## src/rtl/utask_sched_pkg.sv

```systemverilog
package utask_sched_pkg;
  // Strobes passed from control to the address datapath.
  typedef struct packed {
    logic mpcWrite;   // commit new saved address for the fetching task
    logic holdAll;    // scheduler frozen this cycle
  } dpStrobes_t;
endpackage

```

## src/rtl/utask_sched_ctrl.sv

```systemverilog
module utask_sched_ctrl
  import utask_sched_pkg::*;
#(
  parameter int NumTasks = 16,
  localparam int TaskW = $clog2(NumTasks)
) (
  input  logic                clk,
  input  logic                rstN,
  input  logic [NumTasks-1:0] wakeIn,
  input  logic                taskFn,
  input  logic                blockFn,
  input  logic                stall,
  output logic [TaskW-1:0]    curTask,
  output logic [TaskW-1:0]    execTask,
  output logic [NumTasks-1:0] blockOut,
  output logic                taskErr,
  output dpStrobes_t          strobes
);

  logic [NumTasks-1:0] wakeEff;
  logic [TaskW-1:0]    winner;
  logic                lastWasTask;

  // Background task always requests service.
  assign wakeEff = wakeIn | NumTasks'(1);

  // Priority encoder: highest raised bit wins.
  always_comb begin
    winner = '0;
    for (int i = 0; i < NumTasks; i++) begin
      if (wakeEff[i]) winner = TaskW'(i);
    end
  end

  always_ff @(posedge clk or negedge rstN) begin
    if (!rstN) begin
      curTask     <= '0;
      execTask    <= '0;
      lastWasTask <= 1'b0;
    end else if (!stall) begin
      execTask    <= curTask;
      lastWasTask <= taskFn;
      if (taskFn) curTask <= winner;
    end
  end

  assign taskErr = taskFn && lastWasTask && !stall;

  // One strobe line per task's device.
  for (genvar gi = 0; gi < NumTasks; gi++) begin : g_block
    assign blockOut[gi] = blockFn && !stall && (execTask == TaskW'(gi));
  end

  always_comb begin
    strobes.mpcWrite = !stall;
    strobes.holdAll  = stall;
  end

endmodule

```

## src/rtl/utask_sched_dp.sv

```systemverilog
module utask_sched_dp
  import utask_sched_pkg::*;
#(
  parameter int NumTasks = 16,
  parameter int AddrW = 12,
  localparam int TaskW = $clog2(NumTasks)
) (
  input  logic             clk,
  input  logic             rstN,
  input  dpStrobes_t       strobes,
  input  logic [TaskW-1:0] curTask,
  input  logic [AddrW-1:0] nextIn,
  input  logic [AddrW-1:0] branchIn,
  output logic [AddrW-1:0] fetchAddr
);

  logic [AddrW-1:0] mpcMem [NumTasks];
  logic [AddrW-1:0] newAddr;

  // Branch bits modify the NEXT of the already-fetched instruction.
  assign newAddr = nextIn | branchIn;

  for (genvar gi = 0; gi < NumTasks; gi++) begin : g_mpc
    always_ff @(posedge clk or negedge rstN) begin
      if (!rstN) begin
        mpcMem[gi] <= AddrW'(gi);
      end else if (strobes.mpcWrite && !strobes.holdAll &&
                   curTask == TaskW'(gi)) begin
        mpcMem[gi] <= newAddr;
      end
    end
  end

  assign fetchAddr = mpcMem[curTask];

endmodule

```

## src/rtl/utask_sched.sv

```systemverilog
module utask_sched
  import utask_sched_pkg::*;
#(
  parameter int NumTasks = 16,
  parameter int AddrW = 12,
  localparam int TaskW = $clog2(NumTasks)
) (
  input  logic                clk,
  input  logic                rstN,
  input  logic [NumTasks-1:0] wakeIn,
  input  logic                taskFn,
  input  logic                blockFn,
  input  logic [AddrW-1:0]    branchIn,
  input  logic [AddrW-1:0]    nextIn,
  input  logic                stall,
  output logic [AddrW-1:0]    fetchAddr,
  output logic [TaskW-1:0]    curTask,
  output logic [TaskW-1:0]    execTask,
  output logic [NumTasks-1:0] blockOut,
  output logic                taskErr
);

  dpStrobes_t strobes;

  utask_sched_ctrl #(.NumTasks(NumTasks)) i_ctrl (
    .clk(clk), .rstN(rstN), .wakeIn(wakeIn), .taskFn(taskFn),
    .blockFn(blockFn), .stall(stall), .curTask(curTask),
    .execTask(execTask), .blockOut(blockOut), .taskErr(taskErr),
    .strobes(strobes)
  );

  utask_sched_dp #(.NumTasks(NumTasks), .AddrW(AddrW)) i_dp (
    .clk(clk), .rstN(rstN), .strobes(strobes), .curTask(curTask),
    .nextIn(nextIn), .branchIn(branchIn), .fetchAddr(fetchAddr)
  );

endmodule

```

## config.mk

```make
export PLATFORM = sky130hd
export DESIGN_NAME = utask_sched
export DESIGN_NICKNAME = d
export VERILOG_FILES = /design/src/rtl/utask_sched_pkg.sv /design/src/rtl/utask_sched_ctrl.sv /design/src/rtl/utask_sched_dp.sv /design/src/rtl/utask_sched.sv
export SDC_FILE = /design/constraint.sdc
export NUM_CORES = 1
export LEC_CHECK = 0
export BUFFER_PORTS_ARGS = -buffer_cell sky130_fd_sc_hd__buf_2
export CORE_MARGIN = 3
export CORE_UTILIZATION = 42
export CTS_CLUSTER_SIZE = 28
export DETAILED_ROUTE_END_ITERATION = 6
export GPL_TIMING_DRIVEN = 0
export PLACE_DENSITY = 0.57
export SYNTH_ARGS = -nofsm -noshare
export SYNTH_HDL_FRONTEND = slang
export SYNTH_SLANG_ARGS = --single-unit
export TNS_END_PERCENT = 50
```

## constraint.sdc

```tcl
create_clock -name clk -period 3.1 [get_ports clk]
set_input_delay 0.31 -clock clk [delete_from_list [all_inputs] [get_ports clk]]
set_output_delay 0.31 -clock clk [all_outputs]
set_load 0.05 [all_outputs]
```

* Word level (Yosys, flattened, before mapping)
Cells that the tools add are included.
** Storage, ports and cells
- Bits of input ports :: 45
- Register bits :: 201
- Logic and storage cells :: 110
- Output and inout bits :: 37
** Cells by class
- Reduce and logical (&&, ||, !) cells :: 39
- Equality and inequality tests :: 30
- Bitwise operators :: 3
- Order comparisons :: 1
- Multiplexer cells :: 18
** Operator list (count)
- $eq 4x4->1 const B :: 16
- $mux 4 :: 14
- $bmux 12 s4 :: 1
- $logic_and 1x1->1 :: 35
- $eq 4x3->1 const B :: 8
- $mux 12 :: 2
- $eq 4x2->1 const B :: 4
- $or 12x12->12 :: 1
- $eq 4x1->1 const B :: 2
- $logic_not 4->1 :: 2
- $ge 5x5->1 const B :: 1
- $not 4->5 :: 1
- $reduce_and 2->1 :: 1
- $logic_not 1->1 :: 1
- $mux 1 :: 1
- $not 1->1 :: 1

* Logic depth before layout (Yosys ltp)
- Word-level depth :: 15
- Depth in mapped cells :: 7
- Gate-level depth less buffers :: 4

* By module
Synthesis repeated with hierarchy kept, for this count alone.
** Unflattened totals
- Cell total of the unflattened synthesis :: 640
- Area total of the unflattened synthesis :: 9515.4 µm²
** By module, submodules not included
- utask_sched_dp :: instances 1, seq. area each 4844.6 µm², area an instance 8894.8 µm², cells an instance 564
- utask_sched_ctrl :: instances 1, seq. area each 225.2 µm², area an instance 620.6 µm², cells an instance 76

* Worst setup path before layout
OpenSTA, ideal clock, no wires.
- Kind :: register to output
- Start :: register i_ctrl.execTask[1]
- End :: output blockOut[2]
- Cell stages (with the launch flop) :: 3
- Path slack :: 0.625 ns
- Arrival :: 2.165 ns
- Path buffers :: 0
- Data required time :: 2.790 ns
- Cells stage by stage :: dfrtp_1 or3b_1 nor3_1
** Between the ends
- Longest elaborated chain between the ends :: 2
** Ends and longest elaborated chain
- start, declared :: RTL line utask_sched_ctrl.sv:14 : output logic [TaskW-1:0] execTask,
- start signal, assigned :: RTL line utask_sched_ctrl.sv:41 : execTask <= curTask;
- $eq 4x2->1 :: RTL line utask_sched_ctrl.sv:51 : assign blockOut[gi] = blockFn && !stall && (execTask == TaskW'(gi));
- $logic_and 1x1->1 :: RTL line utask_sched_ctrl.sv:51
- end, declared :: RTL line utask_sched.sv:19 : output logic [NumTasks-1:0] blockOut,
Every way passes these cells.

* Worst setup path in the final report
- Start :: register i_ctrl.curTask[1]
- End :: output fetchAddr[5]
** Between the ends
- Longest elaborated chain between the ends :: 4
** Ends and longest elaborated chain
- start, declared :: RTL line utask_sched_ctrl.sv:13 : output logic [TaskW-1:0] curTask,
- start signal, assigned :: RTL line utask_sched_ctrl.sv:43 : if (taskFn) curTask <= winner;
- $not 4->5 (not written as such) :: RTL line utask_sched_dp.sv:34 : assign fetchAddr = mpcMem[curTask];
- $bmux 12 s4 :: RTL line utask_sched_dp.sv:34
- $mux 12 (not written as such) (2 in series) :: RTL line utask_sched_dp.sv:34
- end, declared :: RTL line utask_sched.sv:16 : output logic [AddrW-1:0] fetchAddr,
Every way passes these cells. The select of a mux whose other input is x is not followed.

==> metrics <==
outcome=finished, final reports clean; post-synth net total=887; largest net degree at the start of global routing=122; final setup fails=0; Core Area=20,560 um2; CTS buffer count=21; Post-Synth XOR/XNOR Area=0; P_sw=2395 uW; detailed placement HPWL=17,340 um; Startpoint Class=flip-flop; crit end category=output pin; skew final=0.01965 ns; leakage power total=0.004623 uW; Final GP Congestion=0.8216; Tmin final=2.980 ns; Ys Warns=0; postcts setup bufs=0; n_diodes=0; final period utilization=0.9614; Total Wirelength=24,180 um; Seq pwr share=0.458; vias per inst=5.443; Clock Tree Root=clkbuf_16; area delta synth->final=16.50%; HP Class=in2reg; final core occ=0.5071; Post-DP Area=9724 um2; Routed Antenna Nets=0; mux cell area share after synthesis=0.1233; Hold Fails Final Rpt=0; cell area after synthesis=8949 um2; die height=152.0 um; adder-cell area share of the yosys netlist=0; share of the synthesized area in the top cell type=0.4726; wire per inst=19.63 um; FP Rows=52; Clk pwr share=0.319; first-pass GRT wire length=38,900 um; peak supply drop=0.3747 mV; IO Pins=82; Synth Register Bits=201; FMAX=0.3355 GHz; worst reg-to-reg path cell count=7; Final Non-Filler Cells=1,232; overall power=7959 uW; R2R Path Start=i_ctrl.curTask[1]; top cells by count, synth=dfrtp_1 (169), nand2_1 (149), o21ai_0 (123), nor2_1 (106), a21oi_1 (75); worst hold stages=2; hold wc startpoint=wakeIn[15]; number of flops mapped to enable cells by yosys=0; Nets=992; largest area contributor in the netlist=dfrtp_1; H-Tree Depth=1; Post-synth top flop=dfrtp_1; slew margin rel.=0.4811; Die X=152.0 um; total number of vias=6,706; Max clock buf depth=3; R2R Path End=i_dp.mpcMem[15]; Post-Synth Simple-Gate Area=0.1320; # clock sinks=201; r2r setup slk=1.17 ns; logic gate share of total power=0.223; RSZ-0062 raised after global routing=no; Cells after DPL=1,193; Internal=5564 uW; WS Path Type=reg2out; initial DRC count=515; max-cap violation count=0; post-synthesis compound-gate area fraction=0.1391; Slew Viols, Final=0; Worst Tran Pin Value=0.7783 ns; TritonRoute pass-1 iters=5; DRC errors left=0; CP max FO=10; largest family of logic cells by synthesized area=compound AO/OA/AOI/OAI gates; die area=23,090 um2; Hold Path Sink=i_ctrl.curTask[0]; Buffers on Ports=80; Yosys cell types=35; post-route cell area=10,430 um2; ys async rst share=1.000; sequential fraction of the synthesis area=0.5666; Worst Hold Slack=0.07901 ns; WP data required=2.79 ns; Syn Inst Count=842; count leader, synth=dfrtp_1; Initial Util=0.4352; critical path arrival=2.67 ns; layout cell share with drive strength beyond 1=0.2464; CTS clk-pin slew, worst paths=0.06 ns; Avg Inst Size Synth=10.63 um2; initial antenna violation count=0; number of global-route vias before repair=6,805; GRT Total Usage=0.2086; Switching Share=0.3009; CTS tree=built; Clk Latency, worst-skew pair=0.51 ns; GRT Residual Overflow=0; PwrDens=763.4 nW/um2; top area cells in the synthesized netlist=dfrtp_1 (47%), mux4_2 (12%), dfstp_2 (9.4%)
==> state kept, by name, summed over array words and instances, names as in the netlist <==
signal	flops
i_ctrl.execTask	4
i_dp.mpcMem	192
i_ctrl.curTask	4
i_ctrl.lastWasTask	1
==> power groups by stage <==
stage                     Sequential (uW)  Clock [uW]  Combinational, uW
after floorplan                      3610           0               1320
after global placement               3670           0               1740
after detailed placement             3680           0               1780
after CTS                            3640        2590               1790
after global routing                 3720        2690               1960
final                                3650        2540               1770
==> final cells by class <==
type                    count  area (um2)
fillers                  1977       10130
clock buffers              30       589.3
clock inverters             8       96.34
repair buffers             82       447.9
flip-flops and latches    201        5070
multi-input cells         568        3530
well taps                 270       337.8
inverters                   4       15.01
plain buffers              69       339.1
==> cell usage in the layout (no fill, tap or decap), types with 2 or more instances in the layout <==
cell,netlist,layout
nor3_1,4,4
nor3b_2,2,2
o21ai_0,123,123
clkinv_2,0,4
inv_1,4,4
clkbuf_1,37,39
dfstp_2,32,32
nor2_1,106,106
a21oi_1,75,75
clkbuf_16,0,21
clkbuf_2,0,4
bufinv_16,0,2
o22a_1,2,2
mux2_2,2,2
nor2b_1,7,7
buf_6,3,3
clkbuf_8,0,3
and2_1,2,2
a22oi_1,24,24
buf_2,21,100
nand2_1,149,149
nand2b_1,5,5
nor3_2,3,3
and3_1,3,3
dfrtp_1,169,169
a2111oi_0,2,2
buf_4,7,7
mux4_2,48,48
==> worst max-delay path by stage <==
| stage | startpoint | endpoint | slack [ns] | depth (start not counted) |
|---|---|---|---|---|
| 2_1_floorplan | i_ctrl.execTask[1] | blockOut[2] | 0.63 | 2 |
| 3_3_place_gp | rstN | i_dp.mpcMem[186] | -1.80 | 1 |
| 3_5_place_dp | i_ctrl.curTask[1] | fetchAddr[8] | 0.56 | 6 |
| 4_1_cts | i_ctrl.curTask[1] | fetchAddr[8] | 0.03 | 6 |
| 5_1_grt | i_ctrl.curTask[1] | fetchAddr[9] | 0.02 | 6 |
| 6_report | i_ctrl.curTask[1] | fetchAddr[5] | 0.12 | 6 |
==> cell families after synthesis <==
family | count (synthesis)
mux | 50
simple gates | 287
compound gates | 231
buf+inv | 73
flops | 201
==> metal layers <==
| layer | part of all wire | global-route usage | up-vias |
|---|---|---|---|
| met3 | 0.040 | 0.02759 | 35 |
| met4 | 0.017 | 0.03981 | 0 |
| met5 | 0 | 0 | - |
| met2 | 0.49 | 0.3474 | 134 |
| li1 | - | - | 3132 |
| met1 | 0.45 | 0.2986 | 3405 |
==> worst max-delay path, stage by stage (launching register included) <==
cell      delay (ns)
dfrtp_1         0.35
buf_4           0.19
clkbuf_1        0.61
mux4_2          0.41
a22oi_1         0.23
nand2_1         0.15
buf_2           0.23
==> per-stage QoR <==
step | setup WS, ns | setup TNS [ns]
global route | 0.02249 | 0
global placement | -1.802 | -317.78
floorplan | 0.6251 | 0
finish | 0.1196 | 0
CTS | 0.03013 | 0
detailed placement | 0.5571 | 0
==> timing repair <==
action | CTS | global route
resized for setup | 1 | 7
pin swaps | 0 | 0
hold buffers | 1 | 0
setup endpoints to repair | 1 | 4
endpoints found under the hold margin | 63 | 0
Note: power is estimated with default switching activity, not from simulation.
